**config.mk**
```make
export PLATFORM = sky130hd
export DESIGN_NAME = irq_dest_resolver
export DESIGN_NICKNAME = d
export VERILOG_FILES = /design/src/rtl/irq_route_pkg.sv /design/src/rtl/dest_match.sv /design/src/rtl/rot_pick.sv /design/src/rtl/rot_counter.sv /design/src/rtl/irq_dest_resolver.sv
export SDC_FILE = /design/constraint.sdc
export NUM_CORES = 1
export LEC_CHECK = 0
export ABC_AREA = 1
export BUFFER_PORTS_ARGS = -buffer_cell sky130_fd_sc_hd__buf_4
export CAP_MARGIN = 15
export CELL_PAD_IN_SITES_DETAIL_PLACEMENT = 1
export CELL_PAD_IN_SITES_GLOBAL_PLACEMENT = 1
export CORE_MARGIN = 4
export CORE_UTILIZATION = 35
export CTS_CLUSTER_SIZE = 8
export DETAILED_ROUTE_END_ITERATION = 6
export HOLD_SLACK_MARGIN = 0.05
export PLACE_DENSITY_LB_ADDON = 0.1
export SLEW_MARGIN = 20
export SYNTH_ARGS = -nofsm -noshare
export SYNTH_HDL_FRONTEND = slang
export SYNTH_SLANG_ARGS = --single-unit
```
**constraint.sdc**
```tcl
create_clock -name clk -period 10.1 [get_ports clk]
set_clock_uncertainty 0.15 [all_clocks]
set_input_delay 1.01 -clock clk [delete_from_list [all_inputs] [get_ports clk]]
set_output_delay 1.01 -clock clk [all_outputs]
set_load 0.01 [all_outputs]
```
**src/rtl/irq_route_pkg.sv**
```systemverilog
package irq_route_pkg;

  typedef enum logic [2:0] {
    DM_FIXED  = 3'd0,
    DM_LOWPRI = 3'd1,
    DM_SMI    = 3'd2,
    DM_RSVD3  = 3'd3,
    DM_NMI    = 3'd4,
    DM_INIT   = 3'd5,
    DM_RSVD6  = 3'd6,
    DM_EXTINT = 3'd7
  } dlv_mode_e;

  localparam int unsigned ID_W = 8;
  localparam logic [ID_W-1:0] BCAST_ID = 8'hFF;

endpackage

```
**src/rtl/dest_match.sv**
```systemverilog
module dest_match
  import irq_route_pkg::*;
#(
  parameter int unsigned N = 8
) (
  input  logic [ID_W-1:0]   dest,
  input  logic              logical,
  input  logic [N*ID_W-1:0] logids,
  output logic [N-1:0]      match
);

  logic [N-1:0] phys_hit;
  logic [N-1:0] log_hit;

  for (genvar i = 0; i < N; i++) begin : g_ctl
    assign phys_hit[i] = (dest == BCAST_ID) || (dest == ID_W'(i));
    assign log_hit[i]  = |(logids[i*ID_W +: ID_W] & dest);
  end

  assign match = logical ? log_hit : phys_hit;

endmodule

```
**src/rtl/rot_pick.sv**
```systemverilog
module rot_pick #(
  parameter int unsigned N     = 8,
  parameter int unsigned CNT_W = 8
) (
  input  logic [N-1:0]     cand,
  input  logic [CNT_W-1:0] rot,
  output logic [N-1:0]     pick,
  output logic             any
);

  logic [CNT_W-1:0] hits;
  logic [CNT_W-1:0] slot;
  logic [CNT_W-1:0] seen;

  always_comb begin
    hits = '0;
    for (int i = 0; i < N; i++) begin
      hits = hits + CNT_W'(cand[i]);
    end
  end

  assign any  = (hits != '0);
  assign slot = any ? (rot % hits) : '0;

  always_comb begin
    pick = '0;
    seen = '0;
    for (int i = 0; i < N; i++) begin
      if (cand[i]) begin
        if (seen == slot) pick[i] = 1'b1;
        seen = seen + 1'b1;
      end
    end
  end

endmodule

```
**src/rtl/rot_counter.sv**
```systemverilog
module rot_counter #(
  parameter int unsigned CNT_W = 8
) (
  input  logic             clk,
  input  logic             rst_n,
  input  logic             bump,
  output logic [CNT_W-1:0] value
);

  logic [CNT_W-1:0] value_d;

  always_comb begin
    value_d = value;
    if (bump) value_d = value + 1'b1;
  end

  always_ff @(posedge clk or negedge rst_n) begin
    if (!rst_n) value <= '0;
    else        value <= value_d;
  end


  rot_step_chk: assert property (@(posedge clk) disable iff (!rst_n)
    bump |=> value == CNT_W'($past(value) + 1'b1));


  rot_hold_chk: assert property (@(posedge clk) disable iff (!rst_n)
    !bump |=> $stable(value));

endmodule

```
**src/rtl/irq_dest_resolver.sv**
```systemverilog
module irq_dest_resolver
  import irq_route_pkg::*;
#(
  parameter int unsigned N     = 8,
  parameter int unsigned CNT_W = 8
) (
  input  logic              clk,
  input  logic              rst_n,
  input  logic              req_valid,
  output logic              req_ready,
  input  logic [7:0]        req_dest,
  input  logic              req_logical,
  input  logic [2:0]        req_mode,
  input  logic [N*8-1:0]    lcl_logid,
  output logic              out_valid,
  output logic [N-1:0]      out_mask,
  output logic              out_err
);

  logic [N-1:0]     match;
  logic [N-1:0]     pick;
  logic             any_hit;
  logic [CNT_W-1:0] rot;
  logic             is_lowpri;
  logic             fault;
  logic             use_pick;
  logic             bump;
  logic [N-1:0]     mask_d;
  logic             err_d;
  logic             valid_d;

  assign req_ready = 1'b1;

  dest_match #(.N(N)) i_match (
    .dest    (req_dest),
    .logical (req_logical),
    .logids  (lcl_logid),
    .match   (match)
  );

  rot_pick #(.N(N), .CNT_W(CNT_W)) i_pick (
    .cand (match),
    .rot  (rot),
    .pick (pick),
    .any  (any_hit)
  );

  rot_counter #(.CNT_W(CNT_W)) i_rot (
    .clk   (clk),
    .rst_n (rst_n),
    .bump  (bump),
    .value (rot)
  );

  assign is_lowpri = (req_mode == DM_LOWPRI);
  assign fault     = is_lowpri && !req_logical;
  assign use_pick  = is_lowpri && req_logical;
  assign bump      = req_valid && use_pick && any_hit;

  always_comb begin
    valid_d = req_valid;
    mask_d  = out_mask;
    err_d   = out_err;
    if (req_valid) begin
      err_d = fault;
      if (fault)         mask_d = '0;
      else if (use_pick) mask_d = pick;
      else               mask_d = match;
    end
  end

  always_ff @(posedge clk or negedge rst_n) begin
    if (!rst_n) begin
      out_valid <= 1'b0;
      out_mask  <= '0;
      out_err   <= 1'b0;
    end else begin
      out_valid <= valid_d;
      out_mask  <= mask_d;
      out_err   <= err_d;
    end
  end


  err_empty_chk: assert property (@(posedge clk) disable iff (!rst_n)
    out_err |-> out_mask == '0);


  pick_single_chk: assert property (@(posedge clk) disable iff (!rst_n)
    (req_valid && use_pick && (match != '0)) |=> $countones(out_mask) == 1);


  pick_subset_chk: assert property (@(posedge clk) disable iff (!rst_n)
    (pick & ~match) == '0);


  bcast_all_chk: assert property (@(posedge clk) disable iff (!rst_n)
    (req_valid && !req_logical && !is_lowpri && req_dest == BCAST_ID)
      |=> &out_mask);


  phys_range_chk: assert property (@(posedge clk) disable iff (!rst_n)
    (req_valid && !req_logical && !is_lowpri && req_dest != BCAST_ID
      && 32'(req_dest) >= N) |=> (out_mask == '0 && !out_err));


  valid_follow_chk: assert property (@(posedge clk) disable iff (!rst_n)
    req_valid |=> out_valid);


  valid_drop_chk: assert property (@(posedge clk) disable iff (!rst_n)
    !req_valid |=> (!out_valid && $stable(out_mask) && $stable(out_err)));

endmodule

```
# Word level (Yosys, flattened, before mapping)
# Index checks and enable logic that the tools add are counted.
# word_totals
register_bits	18
input_bits	79
output_inout_bits	11
wordCells	94
# classes
n_addsub	14
n_div	1
eq_ne	16
muxes	27
n_bitwise	8
reduce_logical	24
# op_table
op	n
$mux 8	10
$and 8x8->8	8
$reduce_or 8->1	8
$add 8x1->8	6
$add 8x1->8 const B	6
$eq 8x8->1	6
$eq 8x3->1 const B	4
$mux 1	17
$eq 8x2->1 const B	2
$logic_not 8->1	2
$eq 1x8->1	1
$eq 8x1->1 const B	1
$eq 8x8->1 const B	1
$logic_or 1x1->1	8
$mod 8x8->8	1
$reduce_bool 8->1	1
$logic_and 1x1->1	4
$eq 3x1->1 const B	1
$add 1x1->2	1
$add 1x1->2 const B	1
$logic_not 1->1	1

# Logic depth before layout (Yosys ltp)
# logic_depth
depth_word	21
depth_mapped	94
mapped_depth_nobuf	93

# Hierarchy
# A second synthesis with hierarchy kept.
# unflattened
hier_cells	801
hier_area_um2	4608.2
# modules_own_cells
module	instances	cells_per_inst	area_per_inst_um2	seq_area_each_um2
rot_pick	1	487	2835.2	0.0
dest_match	1	198	859.6	0.0
irq_dest_resolver	1	76	538.0	250.2
rot_counter	1	40	375.4	200.2

# Least setup slack after synthesis
# No wires, ideal clock.
# synth_timing
path_kind	input to register
from	input req_logical
to	register out_mask[0]
setup_time_ps	117
arrival_ps	13129
required_time_ps	9833
setup_slack_ps	-3295
path_stages	84
n_path_buf	1
cell_sequence	clkbuf_1 -> inv_1 -> a221oi_1 -> nand4_1 -> a211oi_1 -> nor2_1 -> ha_1 -> inv_1 -> fa_1 -> inv_1 -> fa_1 -> inv_1 -> fa_1 -> inv_2 -> fa_1 -> a21oi_1 -> nand3_1 -> nand2_1 -> [48 not listed] -> nand3_4 -> inv_1 -> o21a_1 -> inv_1 -> ha_1 -> a21oi_1 -> o21ai_0 -> inv_1 -> nand2_1 -> a21oi_4 -> nand4_4 -> nand2_4 -> nand3_2 -> and3_1 -> nand3_1 -> nand2_1 -> nand2_1 -> nand2_1
# synth_between
elab_chain_len	15
word_cells_on_any_way	19
cone_classes	add/sub: 7; div: 1; mux: 6; reduce/logical: 5
# synth_lines
item	line	text
start: declaration	irq_dest_resolver.sv:12	input logic req_logical,
$mux 8	dest_match.sv:20	assign match = logical ? log_hit : phys_hit;
$add 1x1->2	rot_pick.sv:18	hits = hits + CNT_W'(cand[i]);
$add 8x1->8 (6 in series)	rot_pick.sv:18	
$mod 8x8->8 / $reduce_bool 8->1 (equally long branches)	rot_pick.sv:23, rot_pick.sv:22	
$mux 8	rot_pick.sv:23	assign slot = any ? (rot % hits) : '0;
$logic_not 8->1	rot_pick.sv:30	if (seen == slot) pick[i] = 1'b1;
$mux 1	rot_pick.sv:30	
$mux 1	rot_pick.sv:29	if (cand[i]) begin
$mux 8	irq_dest_resolver.sv:67	else if (use_pick) mask_d = pick;
$mux 8 *	irq_dest_resolver.sv:66	if (fault) mask_d = '0;
end signal: assignment	irq_dest_resolver.sv:79	out_mask <= mask_d;
end: declaration	irq_dest_resolver.sv:16	output logic [N-1:0] out_mask,
# Every way passes the cells marked *; elsewhere a longest branch is shown, timed or not.
# A chain may end at the register's enable or synchronous reset.

# Worst setup path after layout
# layout_timing
from	input req_dest[1]
to	register out_mask[6]
# layout_between
elab_chain_len	19
word_cells_on_any_way	60
cone_classes	add/sub: 12; div: 1; eq/ne: 9; mux: 12; bitwise: 8; reduce/logical: 18
# layout_lines
item	line	text
start: declaration	irq_dest_resolver.sv:11	input logic [7:0] req_dest,
$eq 8x8->1, or another cell as far along	dest_match.sv:16	assign phys_hit[i] = (dest == BCAST_ID) || (dest == ID_W'(i));
$logic_or 1x1->1 / $reduce_or 8->1 (equally long branches)	dest_match.sv:16, dest_match.sv:17	
$mux 8 *	dest_match.sv:20	
branches (longest 14 deep; another with $add 8x1->8)	n/a	
$mux 8 *	irq_dest_resolver.sv:67	
$mux 8 *	irq_dest_resolver.sv:66	
# Every way passes the cells marked *.

==> results by group <==
Yosys
  – Syn_nets: 849
  – Synth area leaders: nand2_1 20%, ha_1 11%, dfrtp_1 10%
  – Post-synth EDFFs: 0
  – Simple-gate share of the synthesized area: 49.0%
  – Most frequent cell after synthesis: nand2_1
  – Yosys reg bits: 18
  – Synth Area in Compound Gates: 11.3%
  – Synth cell types: 48
  – Share of the synthesized area in the top cell type: 19.7%
  – Post-Synthesis Cell Area: 4390 sq um
  – Post-synth top cells: 231 x nand2_1, 100 x inv_1, 60 x nor2_1
  – Sequential share of the synthesized area: 10.3%
  – Synth async-reset ratio: 100%
  – Main synth FF type: dfrtp_1
  – Synthesized area per cell: 6.04 sq um
  – Adder-Cell Fraction of Synth Area: 13.1%
  – Largest family of logic cells by synthesized area: simple AND/OR/NAND/NOR gates
  – Largest area contributor in the netlist: nand2_1
  – Mapped Cells: 727
  – Post-Synth XOR/XNOR Area: 5.19%
  – Synth warn: 0
  – Mux contribution to synthesized area: 0%

Setup path
  – Crit path max-delay family: adder cells
  – CP dominant cell by count: nand2_1
  – Crit path launch type: input port
  – CP arrival: 14030 ps
  – WP buf/inv: 21
  – FF-to-FF setup slack: -440 ps
  – R2r startpoint: i_rot.value[7]
  – Worst R2R End: out_mask[6]
  – Critical path type: input port to flip-flop
  – Worst-path fanout max: 6
  – Critical path required time: 10150 ps
  – Highest-delay cell along the critical path: fa_1
  – Worst path max stage delay: 560 ps
  – R2R cell count: 76
  – Critical Path End Type: flip-flop

Clocking
  – CTS tree: built
  – Skew-Pair Late Insertion Delay: 260 ps
  – Longest Clk Path Bufs: 2
  – CTS sink count: 18
  – Hold_buf cts: 0
  – Root Driver: clkbuf_16
  – Clock transition at path regs: 70 ps
  – CTS Buf Count: 3
  – CTS HTree Levels: 1

Place
  – I/O Buffers: 88
  – HPWL after detailed placement: 15500 microns
  – Routability cong.: 0.933

Drt
  – Routed length per instance: 21.6 microns
  – Residual DRC count: 0
  – Initial drt markers: 370
  – Drt pass-1 iters: 5
  – Antenna Violating Nets Remaining: 0
  – Routed vias: 6333
  – Final WL: 24900 microns
  – Drt via density: 5.50

Timing
  – Max-slew violations: 0
  – Crit share post-route: 138%
  – Fmax: 0.0715 GHz
  – Fin. Hold Viols: 0
  – Worst hold margin: 341 ps
  – Worst rel slew slack: 52.2%
  – Final min period: 13980 ps
  – RSZ-0062 raised after global routing: true
  – Final setup violation count: 8
  – Actual slew at the worst max-slew pin: 712 ps
  – Worst Slack Setup Final: -3880 ps

Floorplan
  – Initial Util: 36.1%
  – Number of cell rows: 40
  – Die X: 120 microns
  – Die height: 120 microns
  – Ports: 90
  – Core box area: 12200 sq um
  – Die area: 14400 sq um

Layout
  – Seq. cell area: 450 sq um
  – Antenna cells: 0
  – Share of cells above drive strength 1: 43.8%
  – Final net count: 1106
  – Layout fillers: 1615
  – Area of the multi-input gates: 4090 sq um
  – Area grow syn2layout: 66.6%

GRT
  – First-pass GRT wire length: 33600 microns
  – Total track usage: 28.5%
  – Antenna violations before repair: 0
  – Largest net degree at the start of global routing: 32
  – Vias in the first global route: 6885
  – Remaining global-route overflow: 0

Hold path
  – Hold Startpoint: out_err
  – WHS Endpoint: out_err
  – Hold depth: 1
  – Worst hold path class: flip-flop to flip-flop

Run
  – Max Cap Viol: 0

Run status
  – Failing checks: negative setup slack
  – Outcome: finished with violations
-- how the worst max path moves through the flow --
stage,from,end,slack (ps),depth (start not counted)
after floorplan,req_dest[7],out_mask[6],-2470,88
after global placement,req_dest[0],out_mask[4],-2750,85
after detailed placement,req_dest[0],out_mask[6],-3500,88
after CTS,req_dest[0],out_mask[6],-2700,87
after global routing,req_dest[0],out_mask[6],-4510,85
final,req_dest[1],out_mask[6],-3880,87
-- state kept, by name (all words and copies together) (netlist names) --
signal / count
i_rot.value: 8
out_err: 1
out_valid: 1
out_mask: 8
-- what timing repair did --
action                     CTS  global route
pin swaps                   70            70
setup endpoints to repair    8             8
gates cloned                 1             0
setup buffers               37            13
resized for setup           51            52
-- layout by cell type (no fill, tap or decap), types with 3 or more instances in the layout --
master     count
a21oi_1        6
a21oi_2        4
a21oi_4        8
a221oi_1       6
a221oi_2       3
a22o_1         7
buf_4        260
buf_6          4
clkbuf_16      3
dfrtp_1       18
fa_1           3
ha_1          24
ha_4          14
inv_1         82
inv_2         13
inv_4          5
nand2_1      204
nand2_2       34
nand2_4       18
nand3_1       48
nand3_2       14
nand3_4        9
nand3b_1       5
nand4_1       37
nor2_1        54
nor2_2         6
nor2_4         5
nor3_1         4
o21a_1         5
o21ai_0        9
o21ai_1        6
o21ai_4        5
xnor2_1        5
xor2_1        21
-- logic make-up (layout without fill, tap and decap cells) --
group,Yosys count,count (layout)
AOI/OAI and AO/OA,71,71
xor gates and xnor gates,26,26
adders and majority gates,43,43
buffers and inverters,120,375
DFF,18,18
other,1,1
and+or+nand+nor,448,449
-- layer usage --
metal	track usage, %	wire [microns]	vias to the layer above
met2	57.6	13300	241
met3	2.21	887	109
met4	10.2	1550	0
met5	0	0	-
met1	30.3	9150	3094
li1	-	-	2889
-- metrics by stage --
step | setup WS, ps | instances | area, sq um | util [%] | TNS [ps]
after floorplan | -2470 | 727 | 4630 | - | -19630
after global placement | -2750 | 1096 | 6360 | 52.3 | -21800
after detailed placement | -3500 | 1096 | 6360 | 52.3 | -27700
after CTS | -2700 | 1138 | 6970 | 57.3 | -21200
after global routing | -4510 | 1151 | 7310 | 60.1 | -35510
final | -3880 | 1151 | 7310 | 60.1 | -30560
-- cell type report --
cell class              instances  share of cell area, %
repair buffers                268                   28.3
clock buffers                   4                   1.21
multi-input cells             590                   56.0
flip-flops and latches         18                   6.16
inverters                     103                   5.53
well taps                     168                   2.87
Power is left out: the tool's default activity adds up to more than one toggle a clock period on the data nets, which glitch-free logic cannot reach.
